==> config.mk <==
export PLATFORM = sky130hd
export DESIGN_NAME = gpio_irq_unit
export DESIGN_NICKNAME = d
export VERILOG_FILES = /design/src/rtl/gpio_irq_pkg.sv /design/src/rtl/gpio_irq_sync.sv /design/src/rtl/gpio_irq_debounce.sv /design/src/rtl/gpio_irq_detect.sv /design/src/rtl/gpio_irq_unit.sv
export SDC_FILE = /design/constraint.sdc
export NUM_CORES = 1
export LEC_CHECK = 0
export ABC_AREA = 1
export BUFFER_PORTS_ARGS = -buffer_cell sky130_fd_sc_hd__buf_2
export CAP_MARGIN = 20
export CORE_ASPECT_RATIO = 0.9
export CORE_UTILIZATION = 30
export DETAILED_ROUTE_END_ITERATION = 12
export SYNTH_ARGS = -nofsm -noshare
export SYNTH_HDL_FRONTEND = slang
export SYNTH_SLANG_ARGS = --single-unit
==> constraint.sdc <==
create_clock -name clk_i -period 3.9 [get_ports clk_i]
set_clock_uncertainty 0.15 [all_clocks]
set_input_delay 0.39 -clock clk_i [delete_from_list [all_inputs] [get_ports clk_i]]
set_output_delay 0.39 -clock clk_i [all_outputs]
set_load 0.005 [all_outputs]
==> src/rtl/gpio_irq_pkg.sv <==
package gpio_irq_pkg;
  localparam int ADDR_W = 3;

  typedef enum logic [ADDR_W-1:0] {
    A_TYPE = 3'd0,
    A_POL  = 3'd1,
    A_DBEN = 3'd2,
    A_EN   = 3'd3,
    A_EOI  = 3'd4,
    A_RAW  = 3'd5,
    A_MASK = 3'd6
  } reg_addr_e;
endpackage

==> src/rtl/gpio_irq_sync.sv <==
module gpio_irq_sync #(
  parameter int WIDTH  = 8,
  parameter int STAGES = 2
) (
  input  logic             clk_i,
  input  logic             rst_ni,
  input  logic [WIDTH-1:0] d_i,
  output logic [WIDTH-1:0] q_o
);
  logic [STAGES-1:0][WIDTH-1:0] ff_q;

  for (genvar s = 0; s < STAGES; s++) begin : g_stage
    if (s == 0) begin : g_first
      always_ff @(posedge clk_i or negedge rst_ni)
        if (!rst_ni) ff_q[0] <= '0;
        else         ff_q[0] <= d_i;
    end else begin : g_next
      always_ff @(posedge clk_i or negedge rst_ni)
        if (!rst_ni) ff_q[s] <= '0;
        else         ff_q[s] <= ff_q[s-1];
    end
  end

  assign q_o = ff_q[STAGES-1];
endmodule

==> src/rtl/gpio_irq_debounce.sv <==
module gpio_irq_debounce #(
  parameter int WIDTH      = 8,
  parameter int DB_DIV     = 16,
  parameter int DB_SAMPLES = 4
) (
  input  logic             clk_i,
  input  logic             rst_ni,
  input  logic [WIDTH-1:0] pin_i,
  output logic [WIDTH-1:0] pin_o
);
  localparam int DIV_W = (DB_DIV > 1) ? $clog2(DB_DIV) : 1;
  localparam int CNT_W = $clog2(DB_SAMPLES + 1);
  localparam logic [DIV_W-1:0] DIV_LAST = DIV_W'(DB_DIV - 1);
  localparam logic [CNT_W-1:0] CNT_FULL = CNT_W'(DB_SAMPLES);
  localparam logic [CNT_W-1:0] CNT_LAST = CNT_W'(DB_SAMPLES - 1);

  logic [DIV_W-1:0] div_q;
  logic             tick;

  assign tick = (div_q == DIV_LAST);

  always_ff @(posedge clk_i or negedge rst_ni)
    if (!rst_ni)   div_q <= '0;
    else if (tick) div_q <= '0;
    else           div_q <= div_q + 1'b1;

  logic [WIDTH-1:0]            cand_q, stable_q;
  logic [WIDTH-1:0][CNT_W-1:0] cnt_q;

  // cnt_q counts consecutive equal samples of cand_q; saturates at DB_SAMPLES
  always_ff @(posedge clk_i or negedge rst_ni) begin
    if (!rst_ni) begin
      cand_q   <= '0;
      stable_q <= '0;
      for (int i = 0; i < WIDTH; i++) cnt_q[i] <= CNT_FULL;
    end else if (tick) begin
      for (int i = 0; i < WIDTH; i++) begin
        if (pin_i[i] != cand_q[i]) begin
          cand_q[i] <= pin_i[i];
          cnt_q[i]  <= CNT_W'(1);
        end else if (cnt_q[i] != CNT_FULL) begin
          cnt_q[i] <= cnt_q[i] + 1'b1;
          if (cnt_q[i] == CNT_LAST) stable_q[i] <= cand_q[i];
        end
      end
    end
  end

  assign pin_o = stable_q;

  for (genvar i = 0; i < WIDTH; i++) begin : g_chk
    a_r9_hold_between_ticks: assert property (
      @(posedge clk_i) disable iff (!rst_ni)
      !tick |=> $stable(stable_q[i]));
    a_r9_accept_only_settled: assert property (
      @(posedge clk_i) disable iff (!rst_ni)
      (tick && cnt_q[i] != CNT_LAST) |=> $stable(stable_q[i]));
  end
endmodule

==> src/rtl/gpio_irq_detect.sv <==
module gpio_irq_detect #(
  parameter int WIDTH = 8
) (
  input  logic             clk_i,
  input  logic             rst_ni,
  input  logic [WIDTH-1:0] sig_i,
  input  logic [WIDTH-1:0] edge_mode_i,
  input  logic [WIDTH-1:0] pol_i,
  input  logic [WIDTH-1:0] eoi_i,
  input  logic [WIDTH-1:0] cfg_clr_i,
  output logic [WIDTH-1:0] raw_o
);
  logic [WIDTH-1:0] prev_q, raw_q, hit;

  always_ff @(posedge clk_i or negedge rst_ni)
    if (!rst_ni) prev_q <= '0;
    else         prev_q <= sig_i;

  assign hit = (pol_i & sig_i & ~prev_q) | (~pol_i & ~sig_i & prev_q);

  always_ff @(posedge clk_i or negedge rst_ni) begin
    if (!rst_ni) raw_q <= '0;
    else begin
      for (int i = 0; i < WIDTH; i++) begin
        if (cfg_clr_i[i])         raw_q[i] <= 1'b0;
        else if (!edge_mode_i[i]) raw_q[i] <= ~(sig_i[i] ^ pol_i[i]);
        else if (hit[i])          raw_q[i] <= 1'b1;
        else if (eoi_i[i])        raw_q[i] <= 1'b0;
      end
    end
  end

  assign raw_o = raw_q;

  for (genvar i = 0; i < WIDTH; i++) begin : g_chk
    a_r3_edge_sticky: assert property (
      @(posedge clk_i) disable iff (!rst_ni)
      (edge_mode_i[i] && raw_q[i] && !eoi_i[i] && !cfg_clr_i[i]) |=> raw_q[i]);
    a_r5_eoi_clears: assert property (
      @(posedge clk_i) disable iff (!rst_ni)
      (edge_mode_i[i] && eoi_i[i] && !hit[i] && !cfg_clr_i[i]) |=> !raw_q[i]);
    a_r10_edge_wins: assert property (
      @(posedge clk_i) disable iff (!rst_ni)
      (edge_mode_i[i] && hit[i] && !cfg_clr_i[i]) |=> raw_q[i]);
    a_r11_cfg_clear: assert property (
      @(posedge clk_i) disable iff (!rst_ni)
      cfg_clr_i[i] |=> !raw_q[i]);
    a_r6_level_tracks: assert property (
      @(posedge clk_i) disable iff (!rst_ni)
      (!edge_mode_i[i] && !cfg_clr_i[i] && (sig_i[i] != pol_i[i])) |=> !raw_q[i]);
  end
endmodule

==> src/rtl/gpio_irq_unit.sv <==
module gpio_irq_unit
  import gpio_irq_pkg::*;
#(
  parameter int WIDTH      = 8,
  parameter int DATA_W     = 32,
  parameter int DB_DIV     = 16,
  parameter int DB_SAMPLES = 4
) (
  input  logic              clk_i,
  input  logic              rst_ni,
  input  logic [WIDTH-1:0]  pin_i,
  input  logic              req_i,
  input  logic              we_i,
  input  logic [ADDR_W-1:0] addr_i,
  input  logic [DATA_W-1:0] wdata_i,
  output logic              rvalid_o,
  output logic [DATA_W-1:0] rdata_o,
  output logic              irq_o
);
  localparam int PAD_W = DATA_W - WIDTH;

  logic [WIDTH-1:0] type_q, pol_q, dben_q, en_q;
  logic [WIDTH-1:0] pin_sync, pin_db, pin_sel, raw, masked;
  logic [WIDTH-1:0] wd, eoi, cfg_clr;
  logic             wr;
  reg_addr_e        addr;

  assign addr = reg_addr_e'(addr_i);
  assign wd   = wdata_i[WIDTH-1:0];
  assign wr   = req_i & we_i;

  wire unused_wdata = ^wdata_i[DATA_W-1:WIDTH];

  gpio_irq_sync #(.WIDTH(WIDTH), .STAGES(2)) u_sync (
    .clk_i, .rst_ni, .d_i(pin_i), .q_o(pin_sync));

  gpio_irq_debounce #(.WIDTH(WIDTH), .DB_DIV(DB_DIV), .DB_SAMPLES(DB_SAMPLES)) u_db (
    .clk_i, .rst_ni, .pin_i(pin_sync), .pin_o(pin_db));

  assign pin_sel = (dben_q & pin_db) | (~dben_q & pin_sync);

  // config writes
  always_ff @(posedge clk_i or negedge rst_ni) begin
    if (!rst_ni) begin
      type_q <= '0;
      pol_q  <= '1;
      dben_q <= '0;
      en_q   <= '0;
    end else if (wr) begin
      case (addr)
        A_TYPE:  type_q <= wd;
        A_POL:   pol_q  <= wd;
        A_DBEN:  dben_q <= wd;
        A_EN:    en_q   <= wd;
        default: ;
      endcase
    end
  end

  assign eoi     = (wr && addr == A_EOI) ? wd : '0;
  assign cfg_clr = (wr && addr == A_TYPE) ? (wd ^ type_q) :
                   (wr && addr == A_POL)  ? (wd ^ pol_q)  : '0;

  gpio_irq_detect #(.WIDTH(WIDTH)) u_det (
    .clk_i, .rst_ni,
    .sig_i(pin_sel), .edge_mode_i(type_q), .pol_i(pol_q),
    .eoi_i(eoi), .cfg_clr_i(cfg_clr), .raw_o(raw));

  assign masked = raw & en_q;
  assign irq_o  = |masked;

  // read path
  logic [WIDTH-1:0] rsel;
  always_comb begin
    case (addr)
      A_TYPE:  rsel = type_q;
      A_POL:   rsel = pol_q;
      A_DBEN:  rsel = dben_q;
      A_EN:    rsel = en_q;
      A_RAW:   rsel = raw;
      A_MASK:  rsel = masked;
      default: rsel = '0;
    endcase
  end

  always_ff @(posedge clk_i or negedge rst_ni) begin
    if (!rst_ni) begin
      rvalid_o <= 1'b0;
      rdata_o  <= '0;
    end else begin
      rvalid_o <= req_i & ~we_i;
      if (req_i && !we_i) rdata_o <= {{PAD_W{1'b0}}, rsel};
    end
  end

  a_r12_pad_zero: assert property (
    @(posedge clk_i) disable iff (!rst_ni)
    rvalid_o |-> (rdata_o[DATA_W-1:WIDTH] == '0));
  a_r7_mask_subset: assert property (
    @(posedge clk_i) disable iff (!rst_ni)
    (rvalid_o && $past(addr) == A_MASK) |-> ((rdata_o[WIDTH-1:0] & ~$past(en_q)) == '0));
  a_r8_irq_needs_enable: assert property (
    @(posedge clk_i) disable iff (!rst_ni)
    (en_q == '0) |-> !irq_o);
endmodule

# Word-level counts from Yosys, hierarchy flattened
# Cells that the tools add are included.
# totals
out_inout_bits,34
reg_bits,117
inputBits,47
# op_classes
addsub,9
n_eq_ne,39
bitwise,42
muxes,53
n_reduce_logical,43
# op_table
op,n
8-bit AND,7
3-bit two-way mux,16
8-bit one-hot mux with 6 select lines,1
2-bit AND reduction,20
1-bit two-way mux,32
4-bit by 1-bit inequality test with 1-bit output (second input constant),8
8-bit NOT,4
4-bit AND reduction,8
3-bit by 2-bit == test with 1-bit output (second input constant),10
3-bit by 1-bit adder with 3-bit output (second input constant),8
8-bit two-way mux,3
3-bit inequality test (second input constant),8
1-bit NOT,17
8-bit bitwise OR,2
2-bit nonzero test,8
8-bit bitwise XOR,2
3-bit == test (second input constant),3
1-bit inequality test,8
8-bit OR reduction,1
1-bit bitwise XOR,8
4-bit by 1-bit adder with 4-bit output (second input constant),1
4-bit == test (second input constant),1
1-bit logical AND,4
4-bit two-way mux,1
4 further kinds,5

# Logic depth before layout (Yosys ltp)
# depth
depth_word,10
depth_mapped,10
depth_no_buf,10

# Cells and area by module
# From an unflattened synthesis, not the netlist that was laid out.
# hier_totals
hier_cells,851
hier_area_um2,6687.7
# modules_own_cells
mod,area_each_um2,cells_each,instances,seq_area_each_um2
gpio_irq_debounce,2628.8,349,1,1111.1
gpio_irq_unit,2577.5,342,1,1036.0
gpio_irq_detect,1021.0,136,1,400.4
gpio_irq_sync,460.4,24,1,400.4

# Least setup slack after synthesis
# OpenSTA, ideal clock, no wires.
# synth_timing
path_kind,register -> register
from,reg u_db.div_q[0]
to,reg u_db.cnt_q[18] in the netlist's numbering
t_required_ns,3.624
stages_incl_launch_ff,7
setup_ns,0.126
n_path_buf,1
synth_period_minus_slack_ns,1.557
arrival_time_ns,1.281
path_slack_ns,2.343
path_cell_list,dfrtp_1 -> ha_1 -> nand3_2 -> clkbuf_1 -> o21ai_0 -> nand2_1 -> o21ai_0
# synth_via
elab_chain_cells,2
# synth_rtl
element,line,rtl
from (decl),gpio_irq_debounce.sv:17,logic [DIV_W-1:0] div_q;
from (signal assigned),gpio_irq_debounce.sv:25,else div_q <= div_q + 1'b1;
4-bit == test,gpio_irq_debounce.sv:20,assign tick = (div_q == DIV_LAST);
2-bit AND reduction (no line),-,
"to (signal, indexed assignment)",gpio_irq_debounce.sv:42,cnt_q[i] <= cnt_q[i] + 1'b1;
to (decl),gpio_irq_debounce.sv:28,logic [WIDTH-1:0][CNT_W-1:0] cnt_q;
# No other way between the ends.
# A chain may end at the register's enable or synchronous reset.

# Worst setup path after layout
# layout_timing
from,in addr_i[2]
to,"reg u_det.raw_q[1], in the netlist u_det.raw_o[1]"
# layout_via
elab_chain_cells,5
# layout_rtl
element,line,rtl
from (decl),gpio_irq_unit.sv:14,"input logic [ADDR_W-1:0] addr_i,"
3-bit by 1-bit == test with 1-bit output,gpio_irq_unit.sv:62,(wr && addr == A_POL) ? (wd ^ pol_q) : '0;
1-bit logical AND,gpio_irq_unit.sv:62,
8-bit two-way mux,gpio_irq_unit.sv:62,
8-bit two-way mux,gpio_irq_unit.sv:61,assign cfg_clr = (wr && addr == A_TYPE) ? (wd ^ type_q) :
4-bit by 1-bit inequality test with 1-bit output (no line) / 1-bit two-way mux (equally long branches),-,
"to (signal, indexed assignment)",gpio_irq_detect.sv:26,else if (!edge_mode_i[i]) raw_q[i] <= ~(sig_i[i] ^ pol_i[i]);
to (decl),gpio_irq_detect.sv:13,"logic [WIDTH-1:0] prev_q, raw_q, hit;"
# Parallel ways exist; a longest one is shown, timed or not.

==> Flow_metrics.wiki <==
{| class="wikitable"
! Metric !! Value
|-
| Inserted Clock Buffers || 17
|-
| Peak fanout along the critical path || 36
|-
| Placer congestion estimate || 0.771
|-
| Number of buffers added for setup after CTS || 0
|-
| Reg2Reg Capture Point || u_db.pin_o[7]
|-
| Final design area excluding fillers || 7290 sq um
|-
| Critical hold path startpoint || we_i
|-
| Final ANT Viol Nets || 0
|-
| GRT Overall Usage || 13.2%
|-
| Worst IR Drop VDD || 0.283 mV
|-
| Type of the worst setup path || in -> reg
|-
| Largest net degree at the start of global routing || 71
|-
| Path class of the lowest-slack min-delay path || in -> reg
|-
| Final total negative setup slack || 0 ps
|-
| Relative slew slack || 55.8%
|-
| Initial Util || 31.1%
|-
| Number of cells on the worst reg-to-reg path || 9
|-
| H-tree levels || 4
|-
| Post-Place Worst Slack || 1330 ps
|-
| Cells taking the most area after synthesis || sky130_fd_sc_hd__dfrtp_1, sky130_fd_sc_hd__nand2_1, sky130_fd_sc_hd__ha_1, sky130_fd_sc_hd__dfstp_2, sky130_fd_sc_hd__inv_1
|-
| Startpoint of the most critical setup path || addr_i[2]
|-
| Post-synthesis sequential element count || 117
|-
| Final routed wirelength across all metal layers || 12.8 mm
|-
| Fraction of layout cells with a size suffix above 1 || 11.9%
|-
| Vias in the first global route || 4610
|-
| Leak pwr || 3.69 nW
|-
| Status || finished clean
|-
| Placeable core area || 20300 sq um
|-
| Area added between synthesis and finish || 15.5%
|-
| Hold-critical path depth || 2
|-
| Highest achievable clock rate || 471 MHz
|-
| Crit path time final || 2120 ps
|-
| Highest-count cells in the layout ignoring fill and taps || sky130_fd_sc_hd__nand2_1, sky130_fd_sc_hd__dfrtp_1, sky130_fd_sc_hd__inv_1
|-
| Post-route DRC violation count || 0
|-
| Clock Tree Buf Depth || 2
|-
| Crit share post-route || 54.4%
|-
| Clock-pin slew of the registers on the worst-case setup and hold paths || 60 ps
|-
| Max reg flops || 24
|-
| Data arrival, critical path || 2280 ps
|-
| GRT overflow || 0
|-
| Type of element launching the critical path || input port
|-
| Clock Sink Count || 117
|-
| Post-detailed-route wirelength per cell || 11.7 microns
|-
| Required time worst endpoint || 4060 ps
|-
| Number of warnings issued by yosys || 0
|-
| Final Hold Viols || 0
|-
| Min setup slack post-route || 1780 ps
|-
| Clock tree from TritonCTS || done
|-
| I/O pin count || 81
|-
| Placed Cells || 1054
|-
| Worst Tran Pin Value || 663 ps
|-
| Placed wire-length estimate || 8.62 mm
|-
| Average cell area after synthesis || 8.33 sq um
|-
| Setup repair after global routing missed its margin || false
|-
| Via count of the routed design || 4710
|-
| Number of vias per cell || 4.31
|-
| Top register by number of flip-flops || u_db.cnt_q
|-
| Pwr per Cell Area || 508 nW/um^2
|-
| Placed cell areas || 6650 sq um
|-
| Clock root buffer || sky130_fd_sc_hd__clkbuf_16
|-
| Biggest area consumer among synthesized cells || sky130_fd_sc_hd__dfrtp_1
|-
| Height of the die || 140 microns
|-
| Origin of the critical flop-to-flop path || u_db.div_q[0]
|-
| Share of the synthesized area in the top cell type || 40.0%
|-
| Antenna violations before repair || 1
|-
| Die X-Extent || 155 microns
|-
| First-pass iteration count of the detailed router || 5
|-
| Die ar. || 21600 sq um
|-
| WHS || 60.4 ps
|-
| Post-synthesis cell count || 758
|-
| Total count of max-transition violations in the final report || 0
|-
| Critical Path End || u_det.raw_o[1]
|-
| Initial DRC Count || 338
|-
| Global-route wire length before repair || 22.5 mm
|-
| ANT cells || 0
|-
| Clock Latency Late Sink || 420 ps
|-
| Final Non-Filler Cells || 1094
|-
| Cell row count || 49
|-
| # nets final || 890
|-
| Register area share after synthesis || 46.7%
|-
| Most common cell after layout, fill and taps aside || sky130_fd_sc_hd__nand2_1
|-
| Max Cap Violations || 0
|-
| Synthesized area || 6310 sq um
|-
| Port buffer count || 32
|-
| Unique masters post-synth || 30
|-
| Crit. End Element || flip-flop
|-
| Setup violation total in the final timing report || 0
|-
| Reg2Reg Setup Slack || 1890 ps
|}
-- critical path, stage by stage --
cell	delay, ps
sky130_fd_sc_hd__buf_2	250
sky130_fd_sc_hd__inv_2	540
sky130_fd_sc_hd__nand3_2	530
sky130_fd_sc_hd__or2_2	460
sky130_fd_sc_hd__nand3_1	70
sky130_fd_sc_hd__nor2_1	40
-- worst min path at each step --
| stage | endpoint | slack, ps |
|---|---|---|
| 2_1_floorplan | dben_q[0] | -60 |
| 3_3_place_gp | u_sync.q_o[7] | 180 |
| 3_5_place_dp | u_sync.q_o[6] | 190 |
| 4_1_cts | rvalid_o | 40 |
| 5_1_grt | rvalid_o | 70 |
| 6_report | rvalid_o | 60 |
-- Yosys cell counts (all sizes together) --
| library cell | number |
|---|---|
| a21oi | 17 |
| and2 | 1 |
| buf | 41 |
| clkbuf | 2 |
| conb | 1 |
| dfrtp | 101 |
| dfstp | 16 |
| ha | 41 |
| inv | 92 |
| nand2 | 233 |
| nand3 | 50 |
| nand4 | 26 |
| nor2 | 37 |
| o21ai | 67 |
| o22ai | 8 |
| or2 | 4 |
| xnor2 | 15 |
| xor2 | 6 |
-- through the flow --
step | util [%] | power, mW
after floorplan | - | 2.04
after global placement | 32.7 | 2.22
after detailed placement | 32.7 | 2.23
after global routing | 35.9 | 3.96
final | 35.9 | 3.71
after CTS | 35.9 | 3.76
-- repair_timing --
action / CTS / global route
hold buffers: 9 / 0
resized for setup: 0 / 0
endpoints found under the hold margin: 50 / 0
-- power by group --
group	internal (mW)	total, mW	switching, mW
registers	1.43	1.61	0.182
clock network	0.945	1.49	0.544
logic	0.256	0.607	0.351
-- cell type report --
class                      count  area (sq um)
inverter                      92           348
sequential                   117          2950
multi-input combinational    529          2790
fill                        2071         13000
clock inverter                10           108
timing repair buffer          45           295
tap                          280           350
clock buffer                  21           450
-- kinds of logic (layout without fill, tap and decap cells) --
| logic type | count (synthesis) | after routing | synth area share (%) |
|---|---|---|---|
| compound gates | 92 | 92 | 7.45 |
| xor+xnor | 21 | 21 | 2.91 |
| fa+ha+maj | 41 | 41 | 8.12 |
| buf+inv | 135 | 168 | 10.4 |
| flops | 117 | 117 | 46.7 |
| other cells | 1 | 24 | 0.0594 |
| simple gates | 351 | 351 | 24.3 |
-- routing by layer --
metal	vias up	wire [microns]	GRT usage (%)
met5	-	10	0
met4	2	120	4.17
li1	2466	-	-
met2	62	5910	20.9
met1	2167	6290	17.2
met3	13	508	3.96
Power figures use the tool's default switching activity.
